[src/rtl/fcmp_pkg.sv]
package fcmp_pkg;
  localparam int DW     = 64;
  localparam int SW     = 32;
  localparam int S_EXP  = 8;
  localparam int S_FRAC = 23;
  localparam int D_EXP  = 11;
  localparam int D_FRAC = 52;
  localparam int MAG_W  = DW - 1;

  typedef enum logic [1:0] {REL_EQ, REL_LT, REL_GT, REL_UN} rel_e;

  typedef struct packed {
    logic             sign;
    logic             nan;
    logic             snan;
    logic             zero;
    logic [MAG_W-1:0] mag;
  } opnd_t;

  function automatic logic [3:0] rel_to_nzcv(rel_e r);
    case (r)
      REL_EQ:  return 4'b0110;
      REL_LT:  return 4'b1000;
      REL_GT:  return 4'b0010;
      default: return 4'b0011;
    endcase
  endfunction
endpackage

[src/rtl/fcmp_class.sv]
module fcmp_class
  import fcmp_pkg::*;
#(
  parameter int EXP_W  = 8,
  parameter int FRAC_W = 23
) (
  input  logic [EXP_W+FRAC_W:0] v_i,
  output opnd_t                 op_o
);
  localparam int W = EXP_W + FRAC_W + 1;

  logic [EXP_W-1:0]  exp_f;
  logic [FRAC_W-1:0] frac_f;
  logic              exp_ones;

  assign exp_f    = v_i[W-2 -: EXP_W];
  assign frac_f   = v_i[FRAC_W-1:0];
  assign exp_ones = &exp_f;

  always_comb begin
    op_o      = '0;
    op_o.sign = v_i[W-1];
    op_o.nan  = exp_ones & (|frac_f);
    // signalling NaN: quiet bit (top fraction bit) clear
    op_o.snan = exp_ones & (|frac_f) & ~frac_f[FRAC_W-1];
    op_o.zero = ~|v_i[W-2:0];
    op_o.mag  = MAG_W'(v_i[W-2:0]);
  end
endmodule

[src/rtl/fcmp_relate.sv]
module fcmp_relate
  import fcmp_pkg::*;
(
  input  opnd_t a_i,
  input  opnd_t b_i,
  input  logic  sig_i,
  output rel_e  rel_o,
  output logic  invalid_o
);
  logic mag_lt;

  assign mag_lt = a_i.mag < b_i.mag;

  always_comb begin
    if (a_i.nan || b_i.nan)          rel_o = REL_UN;
    else if (a_i.zero && b_i.zero)   rel_o = REL_EQ;  // +0 == -0
    else if (a_i.sign != b_i.sign)   rel_o = a_i.sign ? REL_LT : REL_GT;
    else if (a_i.mag == b_i.mag)     rel_o = REL_EQ;
    else                             rel_o = (mag_lt ^ a_i.sign) ? REL_LT : REL_GT;
  end

  assign invalid_o = sig_i ? (a_i.nan | b_i.nan) : (a_i.snan | b_i.snan);
endmodule

[src/rtl/fcmp_flags.sv]
module fcmp_flags
  import fcmp_pkg::*;
(
  input  logic          clk_i,
  input  logic          rst_ni,
  input  logic          valid_i,
  input  logic          dbl_i,
  input  logic          sig_i,
  input  logic [DW-1:0] a_i,
  input  logic [DW-1:0] b_i,
  output logic [3:0]    nzcv_o,
  output logic          invalid_o,
  output logic          valid_o
);
  logic [DW-1:0] opnd_raw [2];
  opnd_t         op_s [2];
  opnd_t         op_d [2];
  opnd_t         op   [2];
  rel_e          rel;
  logic          inv;

  assign opnd_raw[0] = a_i;
  assign opnd_raw[1] = b_i;

  for (genvar g = 0; g < 2; g++) begin : g_opnd
    fcmp_class #(.EXP_W(S_EXP), .FRAC_W(S_FRAC)) u_cls_s (
      .v_i (opnd_raw[g][SW-1:0]),
      .op_o(op_s[g])
    );
    fcmp_class #(.EXP_W(D_EXP), .FRAC_W(D_FRAC)) u_cls_d (
      .v_i (opnd_raw[g]),
      .op_o(op_d[g])
    );
    assign op[g] = dbl_i ? op_d[g] : op_s[g];
  end

  fcmp_relate u_rel (
    .a_i      (op[0]),
    .b_i      (op[1]),
    .sig_i    (sig_i),
    .rel_o    (rel),
    .invalid_o(inv)
  );

  always_ff @(posedge clk_i or negedge rst_ni) begin
    if (!rst_ni) begin
      nzcv_o    <= '0;
      invalid_o <= 1'b0;
      valid_o   <= 1'b0;
    end else begin
      valid_o <= valid_i;
      if (valid_i) begin
        nzcv_o    <= rel_to_nzcv(rel);
        invalid_o <= inv;
      end
    end
  end

  assert_valid_lat_R10: assert property (@(posedge clk_i) disable iff (!rst_ni)
    valid_o == $past(valid_i));

  assert_hold_R11: assert property (@(posedge clk_i) disable iff (!rst_ni)
    !valid_i |=> $stable(nzcv_o) && $stable(invalid_o));

  assert_nan_unordered_R4: assert property (@(posedge clk_i) disable iff (!rst_ni)
    valid_i && (op[0].nan || op[1].nan) |=> nzcv_o == 4'b0011);

  assert_zero_eq_R5: assert property (@(posedge clk_i) disable iff (!rst_ni)
    valid_i && op[0].zero && op[1].zero && !op[0].nan && !op[1].nan
    |=> nzcv_o == 4'b0110);

  assert_inv_needs_nan_R9: assert property (@(posedge clk_i) disable iff (!rst_ni)
    valid_o && invalid_o |-> nzcv_o[0]);

  assert_quiet_qnan_R8: assert property (@(posedge clk_i) disable iff (!rst_ni)
    valid_i && !sig_i && !op[0].snan && !op[1].snan |=> !invalid_o);

  assert_code_legal_R1: assert property (@(posedge clk_i) disable iff (!rst_ni)
    valid_o |-> (nzcv_o == 4'b0110 || nzcv_o == 4'b1000 ||
                 nzcv_o == 4'b0010 || nzcv_o == 4'b0011));
endmodule

[config.mk]
export PLATFORM = sky130hd
export DESIGN_NAME = fcmp_flags
export DESIGN_NICKNAME = d
export VERILOG_FILES = /design/src/rtl/fcmp_pkg.sv /design/src/rtl/fcmp_class.sv /design/src/rtl/fcmp_relate.sv /design/src/rtl/fcmp_flags.sv
export SDC_FILE = /design/constraint.sdc
export NUM_CORES = 1
export LEC_CHECK = 0
export ABC_AREA = 1
export CAP_MARGIN = 30
export CELL_PAD_IN_SITES_DETAIL_PLACEMENT = 0
export CELL_PAD_IN_SITES_GLOBAL_PLACEMENT = 1
export CORE_UTILIZATION = 28
export DETAILED_ROUTE_END_ITERATION = 16
export GPL_ROUTABILITY_DRIVEN = 0
export PLACE_DENSITY = 0.83
export SETUP_SLACK_MARGIN = 0.15
export SYNTH_ARGS = -nofsm -noshare
export SYNTH_HDL_FRONTEND = slang
export SYNTH_SLANG_ARGS = --single-unit
[constraint.sdc]
create_clock -name clk_i -period 0.9 [get_ports clk_i]
set_input_delay 0.27 -clock clk_i [delete_from_list [all_inputs] [get_ports clk_i]]
set_output_delay 0.27 -clock clk_i [all_outputs]
set_load 0.02 [all_outputs]
==> run summary <==
Total number of yosys warnings = 0
Final setup vio count = 11
Drt pass-1 iters = 4
Clk sink count = 6
Synth top area share = 24.6%
Die Y = 109 um
Total congestion overflow = 0
Met2 Track Usage GR = 42.9%
Maximum number of pins on one net before global-route repair = 14
Synth Area per Inst = 5.47 um2
Clock Skew = 0 ns
Worst R2R Path Depth = 4
DRT iter0 DRCs = 162
Gate Count Post-Synth = 586
Seq/Total Area, Yosys = 4.69%
Initial Util = 29.2%
Filler Cells Inserted = 994
Post-synthesis adder-cell area fraction = 24.6%
Synthesis-stage register bit count = 6
Reg2reg end = invalid_o
Post-Layout Cell Count = 971
Site Rows = 38
IO buf count = 138
Initial antenna violation count = 0
Crit-path max FO = 7
Drt drc = 0
First-pass GRT wire length = 20700 um
Max-cap violations = 0
Critical path endpoint = nzcv_o[1]
Fmax = 0.479 GHz
Synth area leaders = ha_1, nand2_1, inv_1, nor2_1, nand4_1
Clk root buf = clkbuf_16
Final Max Slew Viols = 0
Final instance area = 6700 um2
Slew HR = 69.8%
RSZ-0062 raised after global routing = true
Total power = 4.08 mW
Reg2Reg Setup Slack = 0.03 ns
Area of the multi-input gates = 3570 um2
Pwr dens = 609 nW/um2
Drt total wl = 13400 um
Fin. Hold Viols = 0
Vias = 4682
Setup CP Type = input pin to flip-flop
Post-DRT Antenna Nets = 0
I/O pin cnt = 139
Status = complete, but fails checks
Commonest cells after routing, fill and taps aside = nand2_1, buf_4, dlygate4sd2_1
Synth cell types = 32
Post-Syn Nets = 782
Main combinational cell family by area after synthesis = simple AND/OR/NAND/NOR gates
Total GRT Usage = 21.8%
Compound-Gate Fraction of Synth Area = 6.09%
Die footprint = 11900 um2
Worst Setup SP = dbl_i
GR Util met3 = 1.20%
Max clock buf depth = 2
CTS tree = yes
Clk_lat worst skew = 0.23 ns
Leak Pwr = 3.53 nW
H-tree levels = 1
Vias per cell = 4.82
Area leader, netlist = ha_1
Maximum vdd drop = 449 uV
Critical Path Start Type = input pin
Synth Cell Area = 3200 um2
Vias in the first global route = 4699
Util after Layout = 61.0%
Post-Synth XOR/XNOR Area = 0%
TritonCTS buffer count = 3
Placed cell count = 949
Met1 usage = 25.2%
Layout cell share with drive strength beyond 1 = 41.3%
Layout Nets = 1029
Worst hold path class = input pin to async pin
Critical Path End Type = flip-flop
Reg clk slew, reported paths = 0.03 ns
Area grow syn2layout = 109%
Final worst path period need = 2.09 ns
Busiest grt layer = met2
Fin crit share = 232%
Worst slew pin tran = 0.449 ns
DP Area = 5480 um2
Commonest non-fill, non-tap cell in the layout = nand2_1
Ant diodes = 0
HPWL after DPL = 10500 um
Core area = 11000 um2
Wirelength per Cell = 13.8 um
Smallest setup slack after layout = -1.19 ns
Final TNS setup = -5.93 ns
Storage element area = 150 um2
Failing checks = negative setup slack
R2r startpoint = invalid_o
CP Data Required Time = 1.01 ns
Die width = 109 um
Worst endpoint data arrival time = 2.19 ns
Multiplexer area fraction after synthesis = 0%
Post-synthesis simple-gate area fraction = 49.6%
through the flow:
| stage | hold WS [ns] | worst slack, ns |
|---|---|---|
| 6_report | 0.295 | -1.19 |
| 5_1_grt | 0.316 | -1.37 |
| 4_1_cts | 0.306 | -1.17 |
| 3_5_place_dp | 0.487 | -1.73 |
| 3_3_place_gp | 0.480 | -1.73 |
| 2_1_floorplan | -0.0256 | -1.29 |
worst max-delay path, cell delays in order:
cell and delay [ns]:
buf_12 0.12, buf_12 0.13, buf_16 0.13, nand2_4 0.05, ha_4 0.27, nand2_4 0.04, buf_4 0.13, nor3_4 0.20
nand3_2 0.11, nor2_4 0.12, nand2_2 0.07, nand2_2 0.07, nand2_1 0.05, nand3_1 0.08, nand2_1 0.06, nand2_1 0.07
nand2_1 0.05, nand2_1 0.07, nand3_1 0.07
how the worst min path moves through the flow:
stage	startpoint	end	cells after the start
finish	rst_ni	nzcv_o[3]	1
global route	rst_ni	nzcv_o[3]	1
CTS	rst_ni	nzcv_o[3]	1
detailed placement	nzcv_o[0]	nzcv_o[0]	2
global placement	nzcv_o[0]	nzcv_o[0]	2
floorplan	rst_ni	invalid_o	0
synth_stat cells (all sizes together):
master  number
nand2      210
inv        118
ha          63
nor2        59
nand4       25
a21oi       24
nand3       23
nor4        22
nor3        11
clkbuf       7
dfrtp        6
o21ai        4
or2          4
a21o         3
and2         1
buf          1
nand3b       1
o211ai       1
o21bai       1
o22ai        1
or3b         1
report_power, final:
part | total [mW] | switching [mW] | internal [mW]
sequential | 0.334 | 0.0303 | 0.304
combinational | 3.02 | 1.49 | 1.53
clock | 0.730 | 0.159 | 0.571
total | 4.08 | 1.68 | 2.41
layer usage:
metal  wire length (um)  up-vias
met5                  0        -
met2               7090      141
li1                   -     2374
met4                283        0
met1               5550     2138
met3                485       29
cell type report:
cell class / count / share of cell area, %
clock buffers: 3 / 1.12
inverters: 118 / 6.76
multi-input cells: 454 / 53.3
flip-flops and latches: 6 / 2.24
well taps: 140 / 2.61
repair buffers: 250 / 33.9
flip-flops by register name (all words and copies together) (netlist names):
name and flops:
invalid_o 1, nzcv_o 4, valid_o 1
what timing repair did:
item	in CTS	in global routing
endpoints found under the setup margin	11	11
gates cloned	4	0
hold buffers	0	0
buffers inserted	7	8
pin swaps	87	71
resized for setup	265	151
logic make-up (layout without fill, tap and decap cells):
group | count (synthesis) | count (layout)
AND/OR/NAND/NOR | 357 | 357
buffers and inverters | 126 | 371
adder cells (fa/ha/maj) | 63 | 63
AO/OA/AOI/OAI | 34 | 34
flip-flops | 6 | 6
Note: power is estimated with default switching activity, not from simulation.
